--- src/rtl/tmr_pkg.sv ---
package tmr_pkg;
  typedef enum logic [1:0] {
    ADDR_MODE = 2'd0,
    ADDR_REF  = 2'd1,
    ADDR_CNT  = 2'd2,
    ADDR_EVT  = 2'd3
  } tmr_addr_e;

  localparam int MB_RUN     = 0;
  localparam int MB_SRC_LO  = 1;
  localparam int MB_RESTART = 3;
  localparam int MB_IEN     = 4;
  localparam int EB_REF     = 0;

  localparam logic [1:0] SRC_SYSDIV = 2'b01;
endpackage

--- src/rtl/tmr_prescaler.sv ---
module tmr_prescaler #(
  parameter int PSW = 8
) (
  input  logic           clk,
  input  logic           rst_n,
  input  logic           run,
  input  logic           sync_clr,
  input  logic [PSW-1:0] div,
  output logic           tick
);
  logic [PSW-1:0] phase;

  assign tick = run && (phase == div);

  always_ff @(posedge clk or negedge rst_n) begin
    if (!rst_n)                     phase <= '0;
    else if (sync_clr || !run)      phase <= '0;
    else if (tick)                  phase <= '0;
    else                            phase <= phase + 1'b1;
  end

  AST_PHASE_BOUND: assert property (@(posedge clk) disable iff (!rst_n)
    run |-> (phase <= div));

  AST_TICK_SPACING: assert property (@(posedge clk) disable iff (!rst_n)
    (tick && div != '0 && !sync_clr) |=> !tick);

  AST_PHASE_RESTART: assert property (@(posedge clk) disable iff (!rst_n)
    sync_clr |=> (phase == '0));
endmodule

--- src/rtl/tmr_counter.sv ---
module tmr_counter #(
  parameter int DW = 16
) (
  input  logic          clk,
  input  logic          rst_n,
  input  logic          tick,
  input  logic [DW-1:0] ref_val,
  input  logic          restart_en,
  input  logic          load,
  input  logic [DW-1:0] load_val,
  input  logic          clr,
  output logic [DW-1:0] count,
  output logic          ref_hit
);
  function automatic logic [DW-1:0] step(input logic [DW-1:0] cur,
                                         input logic hit, input logic rs);
    if (hit && rs) return '0;
    return cur + 1'b1;
  endfunction

  assign ref_hit = tick && (count == ref_val);

  always_ff @(posedge clk or negedge rst_n) begin
    if (!rst_n)      count <= '0;
    else if (clr)    count <= '0;
    else if (load)   count <= load_val;
    else if (tick)   count <= step(count, ref_hit, restart_en);
  end

  AST_HOLD_NO_TICK: assert property (@(posedge clk) disable iff (!rst_n)
    (!tick && !load && !clr) |=> $stable(count));

  AST_RESTART_ZERO: assert property (@(posedge clk) disable iff (!rst_n)
    (ref_hit && restart_en && !load && !clr) |=> (count == '0));

  AST_LOAD_WINS: assert property (@(posedge clk) disable iff (!rst_n)
    (load && !clr) |=> (count == $past(load_val)));

  AST_STEP_ONE: assert property (@(posedge clk) disable iff (!rst_n)
    (tick && !(ref_hit && restart_en) && !load && !clr)
      |=> (count == $past(count) + 1'b1));
endmodule

--- src/rtl/tmr_regs.sv ---
module tmr_regs
  import tmr_pkg::*;
#(
  parameter int DW  = 16,
  parameter int NB  = DW / 8
) (
  input  logic          clk,
  input  logic          rst_n,
  input  logic          wr_en,
  input  logic [1:0]    addr,
  input  logic [NB-1:0] be,
  input  logic [DW-1:0] wdata,
  input  logic [DW-1:0] count,
  input  logic          ref_hit,
  output logic [DW-1:0] mode,
  output logic [DW-1:0] ref_val,
  output logic          ref_flag,
  output logic          cnt_load,
  output logic [DW-1:0] cnt_load_val,
  output logic          mode_wr,
  output logic          soft_rst
);
  function automatic logic [DW-1:0] merge(input logic [DW-1:0] old_v,
                                          input logic [DW-1:0] new_v,
                                          input logic [NB-1:0] en);
    logic [DW-1:0] r;
    r = old_v;
    for (int b = 0; b < NB; b++)
      if (en[b]) r[b*8 +: 8] = new_v[b*8 +: 8];
    return r;
  endfunction

  logic [DW-1:0] mode_next;
  logic          wr_ref, wr_evt, evt_clear;

  assign mode_wr      = wr_en && (addr == ADDR_MODE);
  assign wr_ref       = wr_en && (addr == ADDR_REF);
  assign wr_evt       = wr_en && (addr == ADDR_EVT);
  assign cnt_load     = wr_en && (addr == ADDR_CNT);
  assign mode_next    = merge(mode, wdata, be);
  assign cnt_load_val = merge(count, wdata, be);
  assign soft_rst     = mode_wr && mode[MB_RUN] && !mode_next[MB_RUN];
  assign evt_clear    = wr_evt && be[0] && wdata[EB_REF];

  always_ff @(posedge clk or negedge rst_n) begin
    if (!rst_n) begin
      mode     <= '0;
      ref_val  <= '1;
      ref_flag <= 1'b0;
    end else if (soft_rst) begin
      mode     <= '0;
      ref_val  <= '1;
      ref_flag <= 1'b0;
    end else begin
      if (mode_wr) mode    <= mode_next;
      if (wr_ref)  ref_val <= merge(ref_val, wdata, be);
      if (ref_hit)        ref_flag <= 1'b1;
      else if (evt_clear) ref_flag <= 1'b0;
    end
  end

  AST_SOFT_RESET: assert property (@(posedge clk) disable iff (!rst_n)
    soft_rst |=> (mode == '0 && ref_val == '1 && !ref_flag));

  AST_FLAG_SET: assert property (@(posedge clk) disable iff (!rst_n)
    (ref_hit && !soft_rst) |=> ref_flag);

  AST_FLAG_CAUSE: assert property (@(posedge clk) disable iff (!rst_n)
    $rose(ref_flag) |-> $past(ref_hit));

  AST_W1C: assert property (@(posedge clk) disable iff (!rst_n)
    (evt_clear && !ref_hit) |=> !ref_flag);
endmodule

--- src/rtl/refcmp_timer.sv ---
module refcmp_timer
  import tmr_pkg::*;
#(
  parameter int DW  = 16,
  parameter int PSW = 8
) (
  input  logic              clk,
  input  logic              rst_n,
  input  logic              wr_en,
  input  logic [1:0]        addr,
  input  logic [DW/8-1:0]   be,
  input  logic [DW-1:0]     wdata,
  output logic [DW-1:0]     rdata,
  output logic              irq
);
  localparam int NB = DW / 8;

  logic [DW-1:0]  mode, ref_val, count, cnt_load_val;
  logic           ref_flag, cnt_load, mode_wr, soft_rst;
  logic           run, tick, ref_hit;
  logic [PSW-1:0] div;

  assign run = mode[MB_RUN] && (mode[MB_SRC_LO +: 2] == SRC_SYSDIV);
  assign div = mode[DW-1 -: PSW];

  tmr_regs #(.DW(DW), .NB(NB)) u_regs (
    .clk(clk), .rst_n(rst_n), .wr_en(wr_en), .addr(addr), .be(be),
    .wdata(wdata), .count(count), .ref_hit(ref_hit), .mode(mode),
    .ref_val(ref_val), .ref_flag(ref_flag), .cnt_load(cnt_load),
    .cnt_load_val(cnt_load_val), .mode_wr(mode_wr), .soft_rst(soft_rst)
  );

  tmr_prescaler #(.PSW(PSW)) u_presc (
    .clk(clk), .rst_n(rst_n), .run(run), .sync_clr(mode_wr),
    .div(div), .tick(tick)
  );

  tmr_counter #(.DW(DW)) u_cnt (
    .clk(clk), .rst_n(rst_n), .tick(tick), .ref_val(ref_val),
    .restart_en(mode[MB_RESTART]), .load(cnt_load),
    .load_val(cnt_load_val), .clr(soft_rst), .count(count),
    .ref_hit(ref_hit)
  );

  always_comb begin
    unique case (addr)
      ADDR_MODE: rdata = mode;
      ADDR_REF:  rdata = ref_val;
      ADDR_CNT:  rdata = count;
      default:   rdata = {{(DW-1){1'b0}}, ref_flag};
    endcase
  end

  assign irq = mode[MB_IEN] & ref_flag;

  AST_STOPPED_FROZEN: assert property (@(posedge clk) disable iff (!rst_n)
    (!run && !cnt_load && !soft_rst) |=> $stable(count));

  AST_IRQ_FOLLOWS_CLEAR: assert property (@(posedge clk) disable iff (!rst_n)
    soft_rst |=> !irq);
endmodule

--- config.mk ---
export PLATFORM = sky130hd
export DESIGN_NAME = refcmp_timer
export DESIGN_NICKNAME = d
export VERILOG_FILES = /design/src/rtl/tmr_pkg.sv /design/src/rtl/tmr_prescaler.sv /design/src/rtl/tmr_counter.sv /design/src/rtl/tmr_regs.sv /design/src/rtl/refcmp_timer.sv
export SDC_FILE = /design/constraint.sdc
export NUM_CORES = 1
export LEC_CHECK = 0
export ABC_CLOCK_PERIOD_IN_PS = 2200
export BUFFER_PORTS_ARGS = -buffer_cell sky130_fd_sc_hd__buf_4
export CAP_MARGIN = 20
export CORE_MARGIN = 1.5
export CORE_UTILIZATION = 50
export DETAILED_ROUTE_END_ITERATION = 16
export GPL_TIMING_DRIVEN = 0
export HOLD_SLACK_MARGIN = 0.15
export PLACE_DENSITY = 0.7
export SYNTH_ARGS = -nofsm -noshare
export SYNTH_HDL_FRONTEND = slang
export SYNTH_SLANG_ARGS = --single-unit
--- constraint.sdc ---
create_clock -name clk -period 2.2 [get_ports clk]
set_clock_uncertainty 0.05 [all_clocks]
set_input_delay 0.44 -clock clk [delete_from_list [all_inputs] [get_ports clk]]
set_output_delay 0.44 -clock clk [all_outputs]
set_load 0.02 [all_outputs]
* Yosys cells after proc, flatten, opt, wreduce, memory -nomap -nowiden *
Index checks and enable logic that the tools add are counted.

word-level totals
  register bits = 57
  logic and storage cells = 70

operators by class
  add/sub/neg operators = 2
  eq/ne operators = 8
  muxes and demuxes = 22
  bitwise gates (word level) = 1
  reduce and logical (&&, ||, !) cells = 28

operators by type and width
  operator               number
  $mux 16                9
  $pmux 16 s3            1
  $mux 8                 5
  $add 16x1->16 const B  1
  $eq 16x16->1           1
  $logic_and 1x1->1      12
  $reduce_and 2->1       6
  $add 8x1->8 const B    1
  $eq 8x8->1             1
  $reduce_bool 2->1      4
  $mux 1                 7
  $ne 3x2->1 const B     2
  $reduce_bool 3->1      2
  $eq 2x1->1 const B     2
  $eq 2x2->1 const B     2
  $logic_not 1->1        2
  $logic_not 2->1        1
  $and 1x1->1            1
  $logic_or 1x1->1       1

* Longest topological paths before layout *
Gate-level depths: netlist (run 1).

  depth in word-level cells = 13
  depth in mapped cells = 8

* Modules after synthesis *
A second synthesis (run 1) with hierarchy kept.

second synthesis, totals
  cells, all modules = 395
  area, all modules = 3861.2 um^2

modules (own cells, without submodules)
  module         instances  cells an instance  area an instance (um^2)  seq. area each (um^2)
  tmr_regs       1          142                1580.3                   845.8
  tmr_counter    1          164                1285.0                   400.4
  tmr_prescaler  1          48                 528.0                    200.2
  refcmp_timer   1          41                 467.9                    0.0

* Worst setup path after synthesis (run 1) *
OpenSTA, ideal clock, no wires.

  kind = input -> output
  start point = input port addr[1]
  end point = output port rdata[11]
  arrival = 1.515 ns
  data required time = 1.710 ns
  setup slack = 0.195 ns
  cell stages on the path = 4
  buffers on the path = 2
  cells stage by stage = buf_2 buf_2 mux2i_1 o21ai_0

between the ends
  cells in the longest elaborated chain, start to end = 2
  elaborated cells on any way between the ends = 4

RTL lines
  what                                RTL line            source
  start, declared                     refcmp_timer.sv:10  input logic [1:0] addr,
  $eq 2x2->1 (tied with other cells)  refcmp_timer.sv:46  unique case (addr)
  $pmux 16 s3 (*)                     refcmp_timer.sv:46
  end, declared                       refcmp_timer.sv:13  output logic [DW-1:0] rdata,

Every way passes the cells marked *; elsewhere a longest branch is shown, timed or not.

* Final worst setup path (run 1) *
  start point = register u_regs.mode[9]
  end point = register u_cnt.count[12]

between the ends
  cells in the longest elaborated chain, start to end = 12
  elaborated cells on any way between the ends = 14

RTL lines
  what                    RTL line             source
  start, declared         tmr_regs.sv:15       output logic [DW-1:0] mode,
  start signal, assigned  tmr_regs.sv:55       if (mode_wr) mode <= mode_next;
  $eq 8x8->1 (*)          tmr_prescaler.sv:13  assign tick = run && (phase == div);
  $logic_and 1x1->1 (*)   tmr_prescaler.sv:13
  $logic_and 1x1->1       tmr_counter.sv:21    assign ref_hit = tick && (count == ref_val);
  $logic_and 1x1->1       tmr_counter.sv:17    if (hit && rs) return '0;
  $mux 1                  tmr_counter.sv:17
  $mux 1                  tmr_counter.sv:27    else if (tick) count <= step(count, ref_hit, restart_en);
  $mux 1                  tmr_counter.sv:26    else if (load) count <= load_val;
  $mux 1                  tmr_counter.sv:25    else if (clr) count <= '0;
  $mux 16                 tmr_counter.sv:18    return cur + 1'b1;
  $mux 16                 tmr_counter.sv:27
  $mux 16                 tmr_counter.sv:26
  $mux 16                 tmr_counter.sv:25
  end signal, assigned    tmr_counter.sv:26
  end signal, assigned    tmr_counter.sv:27
  end, declared           tmr_counter.sv:12    output logic [DW-1:0] count,

Every way passes the cells marked *; elsewhere a longest branch is shown, timed or not. The select of a mux whose other input is x is not followed.
A chain may end at the register's enable or synchronous reset.

==> results.toml, run 1 <==
[logic_synthesis]
synth-edff-count = 0
ys_async_sr_fraction_pct = 100
synthesis.area_um2 = 3500
syn-mean-instance-area_um2 = 8.57
synth-seq-cells = 57
yosysUniqueCellTypes = 47
ys_seq_area_share_pct = 41.3
syn_inst = 409
yosys.area.top_type = "dfrtp_1"
ys.flop_type = "dfrtp_1"
synth.area.top_cells = "dfrtp_1 (29%), dfstp_2 (12%), o21ai_0 (6.0%), nand2_1 (5.6%), nor2_1 (5.3%)"
synth.top_cell.area_share_pct = 29.3
syn_nets = 434
yosys_warnings = 0

[timing]
finalCriticalPeriod_ns = 2.15
maxSlewHeadroom_pct = 49.6
setup_viol = 0
finalHoldViolCount = 0
fmax_mhz = 466
rsz0062_at_grt = "true"
tightestPinTransition_ns = 0.755
slew_viol_final = 0
fin_tns_setup_ns = 0
fin_crit_sh_pct = 97.5

[die]
coreArea_um2 = 6790
die-area_um2 = 7520
die-height_um = 86.7
rows = 30
start_util_pct = 51.6
io_pins = 40
die_x_um = 86.7

[critical_path]
worstPathArrival_ns = 2.35
end_kind = "flip-flop"
path_max_fanout = 10
required_ns = 2.40
critPathLaunchType = "flip-flop"
path_cells = "xor2_1, nor4_2, nand3_1, a211oi_4, buf_6, a21oi_1, o22ai_1"
criticalPathCategory = "reg -> reg"
cpPeakStageDelay_ns = 0.43
crit_family = "compound AO/OA/AOI/OAI gates"
critPathBufInv = 1
crit_slowest_cell = "dfrtp_1"

[status]
status = "complete, no violations"

[cells_and_area]
nNetsFinal = 491
antenna_cells = 0
final_layout_size_suffix_gt1_share_pct = 22.7
area_growth_pct = 20.0
final_util_pct = 61.9
fin_area_um2 = 4200

[clock_network]
worstSkewPairLatency_ns = 0.34
cts_buffers = 9
tritoncts = "done"
cts_max_level = 3
clk_pin_slew_ns = 0.07
cts_max_path_buffers = 2
ctsRootBufferMaster = "clkbuf_8"
cts.sinks = 57

[drt]
finalWirelength_mm = 9.65
post-route-drc-count = 0
dr.first_iter.drc_count = 350
ant_nets = 0
wl_per_cell_um = 17.0
dr.pass1.iters = 6
via_per_inst = 5.66
dr_total_vias = 3211

[power_and_ir_drop]
power.internal_uw = 2250
swShare_pct = 33.4
p_switching_uw = 1130
power_frac_comb_pct = 26.5
p_leak_uw = 0.00190
vdd_drop_max_v = 0.000408
power.total_uw = 3380
clkPwrFrac_pct = 28.7
p_per_area_nw_per_um2 = 803
power.share.sequential_pct = 44.8

[place]
io_buffer_count = 39
place.gp.congestion = 0.945
placed_area_um2 = 3920
dpl.hpwl_mm = 6.87

[grt]
grt_max_degree = 58
antenna_found_initial = 0
grt_pass1_wl_mm = 15.0
grt_pass1_vias = 2892
grt.overflow.total = 0
grtUsageTotal_pct = 27.0

[flow_run]
max_cap_violations = 0

[min_path]
hold_class = "in -> reg"
## path summary, 6_finish.rpt
kind | start | end | slack (ns) | cells after the start
max in group asynchronous | rst_n | u_presc.phase[1]$_DFF_PN0_ | 0.91 | 2
worst max register to register | u_regs.mode[9]$_DFFE_PN0P_ | u_cnt.count[12]$_DFFE_PN0P_ | 0.05 | 7
worst min-delay path | wdata[3] | u_cnt.count[3]$_DFFE_PN0P_ | 0.30 | 3
min in group asynchronous | rst_n | u_presc.phase[5]$_DFF_PN0_ | 0.65 | 2
worst min register to register | u_regs.mode[6]$_DFFE_PN0P_ | u_regs.mode[6]$_DFFE_PN0P_ | 0.44 | 2
worst max-delay path | u_regs.mode[9]$_DFFE_PN0P_ | u_cnt.count[12]$_DFFE_PN0P_ | 0.05 | 7
## Yosys cell counts (all sizes together), types with 5 or more instances
| library cell | number |
|---|---|
| dfrtp | 41 |
| dfstp | 16 |
| and3 | 7 |
| clkbuf | 10 |
| nand2 | 52 |
| nand3 | 24 |
| o21ai | 52 |
| nor3 | 5 |
| inv | 23 |
| a21oi | 25 |
| buf | 10 |
| nor2 | 49 |
| nand4 | 8 |
| xor2 | 15 |
| mux2i | 16 |
| xnor2 | 17 |
| a22oi | 9 |
## worst register-to-register path: stages (launching register included)
cell      delay (ns)
dfrtp_1         0.43
xor2_1          0.19
nor4_2          0.37
nand3_1         0.20
a211oi_4        0.36
buf_6           0.21
a21oi_1         0.08
o22ai_1         0.18
## power groups by stage
stage | Clock [µW] | Combinational [µW] | Sequential [µW]
floorplan | 0 | 603 | 1460
global placement | 0 | 854 | 1520
detailed placement | 0 | 866 | 1530
CTS | 984 | 876 | 1510
global route | 1020 | 975 | 1540
finish | 967 | 895 | 1510
## flip-flops by register name (all words and copies together), names as in the netlist
register / count
u_presc.phase: 8
u_regs.ref_flag: 1
u_regs.ref_val: 16
u_cnt.count: 16
u_regs.mode: 16
## what timing repair did
action,CTS,global route
hold buffers,1,0
hold endpoints to repair,39,0
pin swaps,1,3
setup endpoints to repair,13,24
buffers inserted,2,5
gates resized for setup,5,7
## cells in the final DEF, fill, tap and decap left out, types with 11 or more instances in the layout
cell	n
nand2_1	52
buf_4	49
nor2_1	48
o21ai_0	42
dfrtp_1	40
a21oi_1	25
inv_1	23
nand3_1	23
mux2i_1	16
dfstp_2	16
xor2_1	15
xnor2_1	12
clkbuf_1	11
## final cells by class
type                       instances  area [µm²]
multi-input combinational        309        1890
timing repair buffer              47         355
fill                             576        2590
buffer                            19         114
inverter                          23        86.3
sequential                        57        1450
clock buffer                      13         149
tap                               96         120
clock inverter                     3        40.0
## cells by family after synthesis
kind of cell / after synthesis / share of synthesized area [%]
multiplexers: 18 / 5.54
AO/OA/AOI/OAI: 100 / 16.8
adder cells (fa/ha/maj): 2 / 0.714
flip-flops: 57 / 41.3
AND/OR/NAND/NOR: 157 / 20.9
XOR/XNOR: 32 / 9.18
buffers and inverters: 43 / 5.61
## metrics by stage
stage	worst slack, ns	cells	hold slack [ns]
after global routing	-0.0292	567	0.310
after global placement	-0.427	544	0.421
after detailed placement	-0.496	544	0.430
final	0.0540	567	0.298
after CTS	0.00871	563	0.288
after floorplan	0.195	409	0.0944
## metal layers
layer | vias to the layer above | track usage [%] | wire, µm
met5 | - | 0 | 0
met4 | 0 | 11.7 | 262
met3 | 32 | 3.71 | 623
met2 | 131 | 40.1 | 4270
met1 | 1534 | 39.5 | 4490
li1 | 1514 | - | -
(Power assumes the default switching activity.)
==> inputs of run 2 (changes only) <==
--- a/config.mk
+++ b/config.mk
@@ -5,6 +5,7 @@
 export SDC_FILE = /design/constraint.sdc
 export NUM_CORES = 1
 export LEC_CHECK = 0
+export ABC_AREA = 1
 export ABC_CLOCK_PERIOD_IN_PS = 2200
 export BUFFER_PORTS_ARGS = -buffer_cell sky130_fd_sc_hd__buf_4
 export CAP_MARGIN = 20
==> results.toml, run 2 <==
[cells_and_area]
final_cell_mix = "nand2_1 (217), inv_1 (63), o21ai_0 (52)"
reg.largest.list = "u_cnt.count x16, u_regs.mode x16, u_regs.ref_val x16"
fillCellCount = 704
final_layout_size_suffix_gt1_share_pct = 18.0
area_growth_pct = 18.4
antenna_cells = 0
layout_commonest_cell = "nand2_1"
final_util_pct = 61.1
nNetsFinal = 625

[power_and_ir_drop]
power_frac_comb_pct = 33.8
p_leak_uw = 0.00219
p_switching_uw = 1570
vdd_drop_max_v = 0.000473
power.share.sequential_pct = 40.1
swShare_pct = 38.8
clkPwrFrac_pct = 26.1
p_per_area_nw_per_um2 = 917
power.internal_uw = 2470

[die]
io_pins = 40
rows = 31
die-area_um2 = 7970
die_x_um = 89.3
coreArea_um2 = 7210
die-height_um = 89.3
start_util_pct = 51.6

[place]
place.gp.congestion = 0.958
place_ws_ns = -0.246
dpl.hpwl_mm = 7.66
io_buffer_count = 39

[logic_synthesis]
synthesis.area_um2 = 3720
synth-seq-cells = 57
synth.most_common_cell = "nand2_1"
ys_seq_area_share_pct = 38.9
synth.top_cell.area_share_pct = 27.6
synthTopCellsByCount = "nand2_1 (217), inv_1 (63), o21ai_0 (52), nor2_1 (45), dfrtp_1 (41)"
synth-edff-count = 0
ys.flop_type = "dfrtp_1"
ys_async_sr_fraction_pct = 100
yosys.area.top_type = "dfrtp_1"
synth.area.top_cells = "dfrtp_1 (28%), nand2_1 (22%), dfstp_2 (11%), o21ai_0 (7.0%), inv_1 (6.4%)"
syn_inst = 549
yosysUniqueCellTypes = 38
syn_nets = 574
syn-mean-instance-area_um2 = 6.78
yosys_warnings = 0

[critical_path]
crit_top_cell = "buf_4"
criticalPathCategory = "in -> out"
critPathLaunchType = "input port"
cpPeakStageDelay_ns = 0.30
path_cells = "buf_4, inv_2, nor2_4, inv_1, clkbuf_2, o221ai_1, buf_4"
crit_slowest_cell = "o221ai_1"
crit_family = "buffers and inverters"
path_max_fanout = 10
required_ns = 1.71
worstPathArrival_ns = 1.63
end_kind = "output port"
critPathBufInv = 5

[drt]
dr.first_iter.drc_count = 300
dr.pass1.iters = 8
finalWirelength_mm = 10.5
wl_per_cell_um = 14.9
dr_total_vias = 3745
post-route-drc-count = 0
via_per_inst = 5.32
ant_nets = 0

[grt]
antenna_found_initial = 0
grt_max_degree = 58
grt_pass1_wl_mm = 16.8
grtUsageTotal_pct = 28.4
grt.overflow.total = 0
grt_pass1_vias = 3424

[clock_network]
ctsRootBufferMaster = "clkbuf_8"
cts_buffers = 9
tritoncts = "done"
cts_max_level = 3
cts_max_path_buffers = 2
cts_setup_buffers = 0
cts.sinks = 57
clk_pin_slew_ns = 0.07
worstSkewPairLatency_ns = 0.35

[timing]
whs_ns = 0.298
fmax_mhz = 471
rsz0062_at_grt = "false"
maxSlewHeadroom_pct = 50.4
worst_slack_ns = 0.0790
setup_viol = 0
fin_crit_sh_pct = 96.4
finalHoldViolCount = 0
tightestPinTransition_ns = 0.743
slew_viol_final = 0
finalCriticalPeriod_ns = 2.12
fin_tns_setup_ns = 0

[status]
status = "complete, no violations"

[flow_run]
max_cap_violations = 0

[min_path]
hold_class = "in -> reg"
==> run 2: final timing paths <==
check | startpoint | endpoint | slack [ns] | cells after the start
worst max-delay path | addr[1] | rdata[7] | 0.08 | 7
worst min-delay path | wdata[1] | u_regs.mode[1]$_DFFE_PN0P_ | 0.30 | 3
worst max register to register | u_regs.mode[0]$_DFFE_PN0P_ | u_cnt.count[7]$_DFFE_PN0P_ | 0.18 | 10
worst min register to register | u_presc.phase[0]$_DFF_PN0_ | u_presc.phase[0]$_DFF_PN0_ | 0.46 | 1
max in group asynchronous | rst_n | u_cnt.count[13]$_DFFE_PN0P_ | 0.95 | 2
min in group asynchronous | rst_n | u_regs.mode[5]$_DFFE_PN0P_ | 0.63 | 2
==> run 2: what timing repair did <==
action,CTS,global route
hold buffers,1,0
gates resized for setup,4,7
hold endpoints to repair,41,0
endpoints found under the setup margin,16,18
==> run 2: cells by family after synthesis <==
| family | Yosys count | synth area share [%] |
|---|---|---|
| AND/OR/NAND/NOR | 312 | 35.5 |
| AO/OA/AOI/OAI | 87 | 14.0 |
| buffers and inverters | 84 | 9.35 |
| XOR/XNOR | 7 | 1.65 |
| adder cells (fa/ha/maj) | 2 | 0.672 |
| flip-flops | 57 | 38.9 |
==> run 2: layout make-up <==
class / instances / area (µm²) / area share [%]
multi-input cells: 408 / 1970 / 44.6
flip-flops and latches: 57 / 1450 / 32.8
repair buffers: 40 / 303 / 6.87
inverters: 69 / 263 / 5.96
clock buffers: 12 / 165 / 3.75
well taps: 99 / 124 / 2.81
plain buffers: 15 / 88.8 / 2.02
clock inverters: 4 / 50.0 / 1.14
==> run 2: metrics by stage <==
stage	power (µW)	cells	area [µm²]
final	4040	704	4410
after global routing	4310	704	4410
after detailed placement	2940	687	4140
after global placement	2900	687	4140
after floorplan	2500	549	3720
after CTS	4010	704	4380
==> run 2: metal layers <==
| layer | up-vias | routed length [µm] | GRT usage, % | share of wire (%) |
|---|---|---|---|---|
| met5 | - | 0 | 0 | 0 |
| met4 | 0 | 275 | 8.25 | 2.6 |
| met3 | 28 | 794 | 7.11 | 7.6 |
| met2 | 139 | 4700 | 44.2 | 45 |
| met1 | 1724 | 4700 | 39.2 | 45 |
| li1 | 1854 | - | - | - |
==> run 2: power by group through the flow <==
| stage | sequential, µW | clock (µW) | combinational, µW |
|---|---|---|---|
| after floorplan | 1540 | 0 | 966 |
| after global placement | 1610 | 0 | 1300 |
| after global routing | 1650 | 1110 | 1550 |
| after detailed placement | 1620 | 0 | 1320 |
| after CTS | 1610 | 1060 | 1340 |
| final | 1620 | 1060 | 1360 |
==> run 2: worst register-to-register path, delay by kind of cell, from the launching register on <==
kind / cells / cell delay [ns]
AND/OR/NAND/NOR: 9 / 1.15
buffers and inverters: 1 / 0.26
flip-flops: 1 / 0.45
==> inputs of run 3 (changes only) <==
--- a/config.mk
+++ b/config.mk
@@ -9,11 +9,13 @@
 export ABC_CLOCK_PERIOD_IN_PS = 2200
 export BUFFER_PORTS_ARGS = -buffer_cell sky130_fd_sc_hd__buf_4
 export CAP_MARGIN = 20
+export CORE_ASPECT_RATIO = 0.7
 export CORE_MARGIN = 1.5
 export CORE_UTILIZATION = 50
 export DETAILED_ROUTE_END_ITERATION = 16
 export GPL_TIMING_DRIVEN = 0
 export HOLD_SLACK_MARGIN = 0.15
+export MAX_ROUTING_LAYER = met4
 export PLACE_DENSITY = 0.7
 export SYNTH_ARGS = -nofsm -noshare
 export SYNTH_HDL_FRONTEND = slang
==> results.toml, run 3 (synthesis gave the netlist of run 2 again) <==
[place]
dpl.hpwl_mm = 8.25
io_buffer_count = 39
place_ws_ns = -0.199
place.gp.congestion = 0.930

[clock_network]
cts_buffers = 9
worstSkewPairLatency_ns = 0.35
clk_pin_slew_ns = 0.07
cts_max_path_buffers = 2
ctsRootBufferMaster = "clkbuf_8"
cts.sinks = 57
tritoncts = "done"
cts_max_level = 3

[die]
start_util_pct = 51.3
coreArea_um2 = 7250
die-area_um2 = 7980
die-height_um = 75.2
rows = 26
io_pins = 40
die_x_um = 106

[grt]
grt_max_degree = 58
grtUsageTotal_pct = 30.6
grt_pass1_vias = 3423
grt_use_met1_pct = 43.2
grt.overflow.total = 0
grt_pass1_wl_mm = 17.7
use_met2_pct = 43.4
top_usage_layer = "met2"
antenna_found_initial = 0
met3_usage_pct = 8.05

[drt]
via_per_inst = 5.48
post-route-drc-count = 0
finalWirelength_mm = 11.0
dr.first_iter.drc_count = 370
dr_total_vias = 3851
dr.pass1.iters = 5
wl_per_cell_um = 15.7
ant_nets = 0

[critical_path]
reg2reg_slack_ns = 0.20
startpoint = "addr[1]"
worstPathArrival_ns = 1.64
rr_startpoint = "u_cnt.count[5]$_DFFE_PN0P_"
criticalPathCategory = "in -> out"
rr_worst_depth = 12
required_ns = 1.71
path_max_fanout = 10
critPathLaunchType = "input port"
end_kind = "output port"
rr_endpoint = "u_cnt.count[7]$_DFFE_PN0P_"

[min_path]
hold_class = "in -> reg"
min_from = "wdata[6]"
hold_depth = 3
min_to = "u_regs.mode[6]$_DFFE_PN0P_"

[cells_and_area]
fillCellCount = 710
final_layout_size_suffix_gt1_share_pct = 17.7
antenna_cells = 0
layout_commonest_cell = "nand2_1"
nNetsFinal = 625
area_growth_pct = 18.3
reg.largest.list = "u_cnt.count x16, u_regs.mode x16, u_regs.ref_val x16"
final_cell_mix = "nand2_1 (217), inv_1 (63), o21ai_0 (52)"

[timing]
finalHoldViolCount = 0
setup_viol = 0
whs_ns = 0.307
rsz0062_at_grt = "false"
fmax_mhz = 469
tightestPinTransition_ns = 0.727
fin_crit_sh_pct = 97.0
slew_viol_final = 0
worst_slack_ns = 0.0661
maxSlewHeadroom_pct = 51.5
finalCriticalPeriod_ns = 2.13

[power_and_ir_drop]
p_leak_uw = 0.00220
p_per_area_nw_per_um2 = 938
vdd_drop_max_v = 0.000506

[flow_run]
max_cap_violations = 0

[status]
status = "complete, no violations"
run 3: changes by cell type in the layout (fill, tap and decap cells not counted), sizes merged:
cell	change
buf	+1
bufinv	+1
clkbuf	-2
clkinv	+1
clkinvlp	-1
run 3: final cells by class:
type	instances	area [µm²]	area share, %
Sequential cell	57	1450	32.9
Tap cell	98	123	2.78
Clock inverter	5	77.6	1.76
Inverter	69	263	5.97
Timing Repair Buffer	40	303	6.88
Buffer	15	87.6	1.99
Multi-Input combinational cell	408	1950	44.3
Clock buffer	11	151	3.44
run 3: stage by stage:
stage	instances	TNS [ns]	total power (µW)	utilization (%)	instance area [µm²]
5_1_grt	703	0	4410	60.7	4400
6_report	703	0	4130	60.7	4400
2_1_floorplan	549	0	2500	-	3720
3_5_place_dp	686	-2.04	2970	57.0	4140
4_1_cts	703	0	4120	60.5	4390
3_3_place_gp	686	-1.90	2930	57.0	4140
run 3: worst max-delay path by stage:
stage	to	slack, ns	cells after the start
floorplan	rdata[1]	0.29	5
global placement	rdata[7]	-0.18	7
detailed placement	rdata[0]	-0.20	7
CTS	rdata[15]	0.06	7
global route	u_cnt.count[10]$_DFFE_PN0P_	0.003	10
finish	rdata[15]	0.07	6
run 3: timing repair:
action                     in CTS  in global routing
setup endpoints to repair      16                 14
hold buffers                    1                  0
pin swaps                       0                  0
hold endpoints to repair       41                  0
setup buffers                   0                  0
gates resized for setup         4                  5
run 3: report_power, final:
part | internal [µW] | switching [µW] | leakage (µW)
combinational | 509 | 866 | 0.00138
clock | 695 | 436 | 0.000115
sequential | 1350 | 275 | 0.000698
total | 2550 | 1580 | 0.00220
run 3: critical path: stages:
cell	delay, ns
buf_4	0.11
inv_2	0.06
nand2_2	0.14
buf_1	0.47
o221ai_1	0.22
buf_4	0.20
run 3: routing by layer:
metal,wire (µm),vias to the layer above,part of all wire (%)
met5,0,-,0
met4,142,0,1.3
li1,-,1849,-
met3,950,19,8.6
met2,4630,163,42
met1,5300,1820,48
